===== src/rtl/ssp_pkg.sv =====
// Shared types for the synchronous shift-register serial port.
// Assumes nothing beyond standard SystemVerilog packages.
package ssp_pkg;
    typedef enum logic [1:0] {
        S_IDLE = 2'd0,
        S_TX   = 2'd1,
        S_RX   = 2'd2
    } ssp_state_t;
endpackage


===== src/rtl/ssp_phase_timer.sv =====
// Phase and bit counter that shapes the shift clock.
// Each bit period has DIV_RATIO clocks: low first, then HIGH_TICKS clocks high.
// Assumes run is 0 for at least the cycle before a frame begins, so the counters start at zero.
module ssp_phase_timer #(
    parameter int DIV_RATIO  = 12,
    parameter int HIGH_TICKS = 2,
    parameter int FRAME_BITS = 8
) (
    input  logic clk,
    input  logic rst_n,
    input  logic run,
    output logic rise_ev,
    output logic bit_end,
    output logic last_bit,
    output logic sclk_hi
);
    localparam int LOW_TICKS = DIV_RATIO - HIGH_TICKS;
    localparam int PH_W      = $clog2(DIV_RATIO);
    localparam int BC_W      = $clog2(FRAME_BITS);
    localparam logic [PH_W-1:0] PH_RISE = PH_W'(LOW_TICKS - 1);
    localparam logic [PH_W-1:0] PH_LOW  = PH_W'(LOW_TICKS);
    localparam logic [PH_W-1:0] PH_LAST = PH_W'(DIV_RATIO - 1);
    localparam logic [BC_W-1:0] BC_LAST = BC_W'(FRAME_BITS - 1);

    logic [PH_W-1:0] phase_q;
    logic [BC_W-1:0] bitcnt_q;
    logic            hi_q;

    assign rise_ev  = run && (phase_q == PH_RISE);
    assign bit_end  = run && (phase_q == PH_LAST);
    assign last_bit = (bitcnt_q == BC_LAST);
    assign sclk_hi  = hi_q;

    // Advance the phase within a bit and the bit index within a frame.
    always_ff @(posedge clk) begin
        if (!rst_n || !run) begin
            phase_q  <= '0;
            bitcnt_q <= '0;
        end else if (phase_q == PH_LAST) begin
            phase_q  <= '0;
            bitcnt_q <= last_bit ? '0 : bitcnt_q + 1'b1;
        end else begin
            phase_q  <= phase_q + 1'b1;
        end
    end

    // Register the high phase of the shift clock.
    always_ff @(posedge clk) begin
        if (!rst_n) begin
            hi_q <= 1'b0;
        end else begin
            hi_q <= run && ((phase_q == PH_RISE) ||
                            ((phase_q >= PH_LOW) && (phase_q != PH_LAST)));
        end
    end

    AST_HIGH_STARTS_AT_LOW_END: assert property (@(posedge clk) disable iff (!rst_n)
        $rose(hi_q) |-> (phase_q == PH_LOW));
endmodule


===== src/rtl/ssp_shifter.sv =====
// Shift register shared by transmit and receive.
// Load takes a parallel byte. A transmit shift moves right with zero fill.
// A receive shift moves right and inserts the pin value at the top, so the first bit ends in bit 0.
// Assumes at most one of the three controls is active in a cycle.
module ssp_shifter #(
    parameter int FRAME_BITS = 8
) (
    input  logic                  clk,
    input  logic                  rst_n,
    input  logic                  load,
    input  logic [FRAME_BITS-1:0] load_val,
    input  logic                  shift_out,
    input  logic                  shift_in,
    input  logic                  din,
    output logic [FRAME_BITS-1:0] q
);
    logic [FRAME_BITS-1:0] sr_q;
    assign q = sr_q;

    // Load, shift toward bit 0, or hold.
    always_ff @(posedge clk) begin
        if (!rst_n) begin
            sr_q <= '0;
        end else if (load) begin
            sr_q <= load_val;
        end else if (shift_out) begin
            sr_q <= {1'b0, sr_q[FRAME_BITS-1:1]};
        end else if (shift_in) begin
            sr_q <= {din, sr_q[FRAME_BITS-1:1]};
        end
    end

    AST_SHIFT_CTRL_EXCLUSIVE: assert property (@(posedge clk) disable iff (!rst_n)
        $onehot0({load, shift_out, shift_in}));
endmodule


===== src/rtl/sync_shift_port.sv =====
// Half-duplex synchronous serial port, eight bits per frame, LSB first.
// A buffer write starts a transmit. Receive-enable with a clear receive flag starts a receive.
// Assumes software clears the done flags. Writes during a transfer are dropped.
module sync_shift_port
    import ssp_pkg::*;
#(
    parameter int DIV_RATIO  = 12,
    parameter int HIGH_TICKS = 2,
    parameter int FRAME_BITS = 8
) (
    input  logic                  clk,
    input  logic                  rst_n,
    input  logic                  buf_wr,
    input  logic [FRAME_BITS-1:0] buf_wdata,
    input  logic                  rx_en,
    input  logic                  ti_clr,
    input  logic                  ri_clr,
    input  logic                  sd_in,
    output logic                  sd_out,
    output logic                  sd_oe,
    output logic                  sclk_out,
    output logic [FRAME_BITS-1:0] rx_data,
    output logic                  ti_flag,
    output logic                  ri_flag
);
    ssp_state_t            state_q;
    logic                  rise_ev, bit_end, last_bit, sclk_hi;
    logic                  start_tx, start_rx, frame_end;
    logic [FRAME_BITS-1:0] sr;
    logic [FRAME_BITS-1:0] rbuf_q;
    logic                  ti_q, ri_q;

    assign start_tx  = (state_q == S_IDLE) && buf_wr;
    assign start_rx  = (state_q == S_IDLE) && !buf_wr && rx_en && !ri_q;
    assign frame_end = bit_end && last_bit;

    ssp_phase_timer #(
        .DIV_RATIO (DIV_RATIO),
        .HIGH_TICKS(HIGH_TICKS),
        .FRAME_BITS(FRAME_BITS)
    ) u_timer (
        .clk     (clk),
        .rst_n   (rst_n),
        .run     (state_q != S_IDLE),
        .rise_ev (rise_ev),
        .bit_end (bit_end),
        .last_bit(last_bit),
        .sclk_hi (sclk_hi)
    );

    ssp_shifter #(
        .FRAME_BITS(FRAME_BITS)
    ) u_shift (
        .clk      (clk),
        .rst_n    (rst_n),
        .load     (start_tx),
        .load_val (buf_wdata),
        .shift_out((state_q == S_TX) && bit_end && !last_bit),
        .shift_in ((state_q == S_RX) && rise_ev),
        .din      (sd_in),
        .q        (sr)
    );

    // Frame sequencing: idle, transmit or receive.
    always_ff @(posedge clk) begin
        if (!rst_n) begin
            state_q <= S_IDLE;
        end else begin
            case (state_q)
                S_IDLE:  state_q <= start_tx ? S_TX : (start_rx ? S_RX : S_IDLE);
                S_TX,
                S_RX:    if (frame_end) state_q <= S_IDLE;
                default: state_q <= S_IDLE;
            endcase
        end
    end

    // Capture the received byte at the end of a receive frame.
    always_ff @(posedge clk) begin
        if (!rst_n) begin
            rbuf_q <= '0;
        end else if ((state_q == S_RX) && frame_end) begin
            rbuf_q <= sr;
        end
    end

    // Done flags: a set from a finished frame takes priority over a clear.
    always_ff @(posedge clk) begin
        if (!rst_n) begin
            ti_q <= 1'b0;
            ri_q <= 1'b0;
        end else begin
            if ((state_q == S_TX) && frame_end) ti_q <= 1'b1;
            else if (ti_clr)                    ti_q <= 1'b0;
            if ((state_q == S_RX) && frame_end) ri_q <= 1'b1;
            else if (ri_clr)                    ri_q <= 1'b0;
        end
    end

    assign sd_out   = sr[0];
    assign sd_oe    = (state_q == S_TX);
    assign sclk_out = (state_q == S_IDLE) || sclk_hi;
    assign rx_data  = rbuf_q;
    assign ti_flag  = ti_q;
    assign ri_flag  = ri_q;

    AST_OE_DROP_SETS_TI: assert property (@(posedge clk) disable iff (!rst_n)
        $fell(sd_oe) |-> ti_flag);
    AST_TX_DATA_STABLE_AT_RISE: assert property (@(posedge clk) disable iff (!rst_n)
        (sd_oe && $rose(sclk_out)) |-> $stable(sd_out));
    AST_WRITE_WINS: assert property (@(posedge clk) disable iff (!rst_n)
        ((state_q == S_IDLE) && buf_wr) |=> sd_oe);
    AST_BUSY_HOLDS_MODE: assert property (@(posedge clk) disable iff (!rst_n)
        ((state_q != S_IDLE) && !frame_end) |=> (state_q == $past(state_q)));
    AST_RI_BLOCKS_RX: assert property (@(posedge clk) disable iff (!rst_n)
        ((state_q == S_IDLE) && !buf_wr && ri_flag) |=> (state_q == S_IDLE));
    AST_RX_END_SETS_RI: assert property (@(posedge clk) disable iff (!rst_n)
        ((state_q == S_RX) && frame_end) |=> ri_flag);
    AST_RX_PIN_RELEASED: assert property (@(posedge clk) disable iff (!rst_n)
        (state_q == S_RX) |-> !sd_oe);
endmodule


===== config.mk =====
export PLATFORM = sky130hd
export DESIGN_NAME = sync_shift_port
export DESIGN_NICKNAME = d
export VERILOG_FILES = /design/src/rtl/ssp_pkg.sv /design/src/rtl/ssp_phase_timer.sv /design/src/rtl/ssp_shifter.sv /design/src/rtl/sync_shift_port.sv
export SDC_FILE = /design/constraint.sdc
export NUM_CORES = 1
export LEC_CHECK = 0
export BUFFER_PORTS_ARGS = -buffer_cell sky130_fd_sc_hd__buf_2
export CAP_MARGIN = 20
export CORE_UTILIZATION = 53
export DETAILED_ROUTE_END_ITERATION = 6
export PLACE_DENSITY = 0.78
export SYNTH_ARGS = -nofsm -noshare
export SYNTH_HDL_FRONTEND = slang
export SYNTH_SLANG_ARGS = --single-unit

===== constraint.sdc =====
create_clock -name clk -period 2.4 [get_ports clk]
set_clock_uncertainty 0.15 [all_clocks]
set_input_delay 0.48 -clock clk [delete_from_list [all_inputs] [get_ports clk]]
set_output_delay 0.48 -clock clk [all_outputs]
set_load 0.01 [all_outputs]

* Word level (Yosys, flattened, before mapping) *
Cells that the tools add are included.

word-level totals
  input bits = 15
  register bits = 28
  output and inout bits = 13

cells by class
  add/subtract/negate cells = 2
  magnitude comparators = 1
  equal/unequal tests = 7
  reduce and logical (&&, ||, !) cells = 29
  multiplexer cells = 12

operator list
  cell                 number
  $mux 8               3
  $logic_and 1x1->1    14
  $eq 4x4->1 const B   2
  $mux 2               3
  $reduce_bool 2->1    3
  $logic_not 1->1      5
  $add 4x1->4 const B  1
  $ge 4x4->1 const B   1
  $mux 1               4
  $ne 4x4->1 const B   1
  $pmux 2 s2           1
  $reduce_or 2->1      2
  $add 3x1->3 const B  1
  $eq 3x3->1 const B   1
  $logic_or 1x1->1     3
  $mux 3               1
  $reduce_bool 3->1    1
  $eq 2x1->1 const B   1
  $eq 2x2->1 const B   1
  $logic_not 2->1      1
  $ne 2x2->1 const B   1

* Logic depth before layout (Yosys ltp) *
  depth after elaboration = 7
  gate-level depth with buffers = 7
  gate-level depth less buffers = 6

* Modules after synthesis *
A second synthesis with hierarchy kept.

second synthesis, totals
  cells, all modules = 150
  area total of the unflattened synthesis = 1,402.6 um^2

by module, submodules not included
  module           cells an instance  area each (um^2)  times used
  sync_shift_port  62                 583.1             1
  ssp_shifter      45                 417.9             1
  ssp_phase_timer  43                 401.6             1

* Worst setup path after synthesis *
OpenSTA, ideal clock, no wires.

  path type = register to register
  from = reg state_q[0]
  to = reg u_shift.sr_q[1], in the netlist u_shift.q[1]
  required time = 2.132 ns
  setup slack = 0.664 ns
  setup time = 0.118 ns
  data arrival time = 1.468 ns
  cell stages (with the launch flop) = 8
  cells stage by stage = dfxtp_1 -> inv_1 -> ha_1 -> and4bb_4 -> nand3b_4 -> and3_1 -> buf_6 -> mux2i_1

between the ends
  cells in the longest elaborated chain, start to end = 6

ends and longest elaborated chain
  element                         line                   text
  start, declared                 sync_shift_port.sv:26  ssp_state_t state_q;
  start signal, assigned          sync_shift_port.sv:70  S_IDLE: state_q <= start_tx ? S_TX : (start_rx ? S_RX : S_IDLE);
  $reduce_bool 2->1               sync_shift_port.sv:44  .run (state_q != S_IDLE),
  $logic_and 1x1->1               ssp_phase_timer.sv:30  assign bit_end = run && (phase_q == PH_LAST);
  $logic_and 1x1->1 (2 in a row)  sync_shift_port.sv:58  .shift_out((state_q == S_TX) && bit_end && !last_bit),
  $mux 8                          ssp_shifter.sv:26      end else if (shift_out) begin
  $mux 8                          ssp_shifter.sv:24      end else if (load) begin
  end signal, assigned            ssp_shifter.sv:25      sr_q <= load_val;
  end signal, assigned            ssp_shifter.sv:27      sr_q <= {1'b0, sr_q[FRAME_BITS-1:1]};
  end signal, assigned            ssp_shifter.sv:29      sr_q <= {din, sr_q[FRAME_BITS-1:1]};
  end, declared                   ssp_shifter.sv:17      logic [FRAME_BITS-1:0] sr_q;

Parallel ways exist; a longest one is shown, timed or not.
A chain may end at the register's enable or synchronous reset.

* Worst setup path after layout *
  from = reg state_q[0]
  to = out sclk_out

between the ends
  cells in the longest elaborated chain, start to end = 2

ends and longest elaborated chain
  element           line                    text
  $logic_not 2->1   sync_shift_port.sv:102  assign sclk_out = (state_q == S_IDLE) || sclk_hi;
  $logic_or 1x1->1  sync_shift_port.sv:102
  end, declared     sync_shift_port.sv:21   output logic sclk_out,

Every way passes these cells.

==> metrics.txt <==
vias per inst=approximately 5.4; WP data arrival=approximately 1.5 ns; DRC Markers=0; top-count cell post-synth=dfxtp_1; crit path capture type=primary output; synth unique cells=33; hold_ws=between 0.2 and 0.3 ns; non-filler instance count after layout=roughly 190; Min-Delay Path Class=in -> reg; hold_buf cts=0; clk slew on worst S/H paths=about 0.15 ns; post-synth top area cell=dfxtp_1; Setup CP Type=reg -> out; leakage dissipation=about 0.77 nW; Crit path largest cell delay=0.39 ns; Post-DRT Antenna Nets=0; PortBufs=27; post_cts resized=0; CTS Root Cell=clkbuf_4; final worst slack=0.2426 ns; Die Ht=52.19 um; CP startpoint=state_q[0]; Setup Buffers After CTS=0; Pwr per Cell Area=599.4 mW/mm^2; DP Worst Slack=0.5213 ns; max cap viols=0; measured slew at the worst slew-check pin=0.4096 ns; routability cong.=a little over 0.8; wire per inst=roughly 13 um; Max clock buf depth=2; slowest cell on the critical path=dfxtp_1; crit-path cells=inv_1, ha_1, or2_2, buf_2; WP data required=around 1.8 ns; share of layout cells above drive strength 1=25.61%; Seq/Total Area, Yosys=between 40% and 50%; Total Power=0.9202 mW; Seq cells post-synth=28; DIE AREA=0.002724 mm^2; Slew HR=72.62%; synthesized area=between 0.001 and 0.0015 mm^2; Max VDD drop=0.5030 mV; RSZ-0062 raised after global routing=false; status=complete, no violations; Avg Inst Size Synth=just under 10 um^2; largest net degree at the start of global routing=27; yosys warns=0; global route overflow=0; Mapped Nets=160; Hold Fails Final Rpt=0; Starting DRT DRC Count=16; endpoints failing setup=0; ys flop type=dfxtp_1; FFs w/ async S/R, synth=0%; drt first pass iters=5; fin. max-slew vios=0; total track usage=between 10% and 20%; fillers=~190; CTS tree=built; top cell type's share of synthesized area=a little over two fifths; Synth area leaders=dfxtp_1 42%, mux2i_1 10%, ha_1 7.5%; EDFF count, synth=0; crit start category=flip-flop; number of H-tree levels=1; worst skew pair latency=roughly 0.31 ns; Syn Inst Count=137; routed vias=roughly 1000; initial core utilization=between 50% and 60%; Fmax=~460 MHz; initial antenna violation count=0; TritonCTS Sinks=28; TritonCTS buffer count=3; vias in the first global route=between 900 and 1000; setup tns final=0 ns; commonest cells in the netlist=28 x dfxtp_1, 14 x mux2i_1, 11 x nor2b_1; total wire length=roughly 2500 um; Placed Cells=~190; fin nets=~190; part of the cycle the worst path needs=about nine tenths; Core ar.=about 0.0023 mm^2; FP Rows=17; ant diodes=0; CP max FO=8; r2r startpoint=state_q[0]; Die W=about 52 um; I/O pins=28; first-pass GRT wire length=just over 4000 um; Tmin final=approximately 2.2 ns; hpwl dp=between 1500 and 2000 um; hold path startpoint=buf_wdata[7]; synthesis-to-finish area growth=15.00%
## logic make-up after synthesis
logic type,after synthesis,synth area share (%)
flops,28,41.99
simple gates,53,23.71
buf+inv,10,3.655
xor+xnor,2,1.312
compound gates,19,8.810
fa+ha+maj,8,7.498
mux,17,13.03
## layout by cell type (no fill, tap or decap), drive strengths merged
cell type  instances
and2               1
a21oi              1
and3b              1
a21boi             2
nand2b             3
xor2               1
o21ai              8
nor2               9
dfxtp             28
inv                5
and3               1
nor3               1
o22ai              1
o311a              1
nand3b             3
clkbuf             3
mux2i             14
nand3              8
a32oi              1
nand2             11
buf               28
xnor2              1
mux2               3
nor2b             11
and4bb             2
nor4b              1
bufinv             1
a31oi              5
ha                 8
or2                1
## worst max-delay path: cells and delay by family (launching register included)
family | cells | cell delay, ns
adder cells (fa/ha/maj) | 1 | 0.29
buffers and inverters | 2 | 0.22
flip-flops | 1 | 0.39
AND/OR/NAND/NOR | 1 | 0.32
## where the power goes
group	internal [mW]	switching, mW
sequential	0.484	0.0166
combinational	0.0553	0.0601
clock	0.169	0.136
total	0.708	0.213
## metal layers
metal / up-vias / routed length [um] / GRT usage (%)
met5: - / 0 / 0
met4: 0 / 14 / 5.702
met3: 2 / 91 / 3.188
met2: 21 / 1133 / 33.55
met1: 483 / 1236 / 26.35
li1: 535 / - / -
## area by class of cell
type                       instances  area, um^2  share of cell area, %
timing repair buffer              28       142.6                  9.291
clock inverter                     1       30.03                  1.956
multi-input combinational         99       725.7                  47.27
clock buffer                       3       22.52                  1.467
tap                               28       35.03                  2.282
sequential                        28       560.5                  36.51
inverter                           5       18.77                  1.222
## sequential cells by signal, indices dropped and copies added, names as in the netlist
register / count
rx_data: 8
u_shift.q: 8
u_timer.phase_q: 4
u_timer.bitcnt_q: 3
state_q: 2
ri_flag: 1
ti_flag: 1
u_timer.sclk_hi: 1
## final timing paths
check / cells past startpoint / slack [ns] / to
max: 4 / 0.24 / sclk_out
max reg2reg: 7 / 0.50 / rx_data[0]
min reg2reg: 1 / 0.35 / u_timer.phase_q[0]
min: 3 / 0.27 / u_shift.q[7]
## per-stage QoR
stage,instance area [um^2],util (%)
2_1_floorplan,1335,-
3_3_place_gp,1483,64.54
3_5_place_dp,1483,64.54
4_1_cts,1535,66.83
5_1_grt,1535,66.83
6_report,1535,66.83
Note: power is estimated with default switching activity, not from simulation.
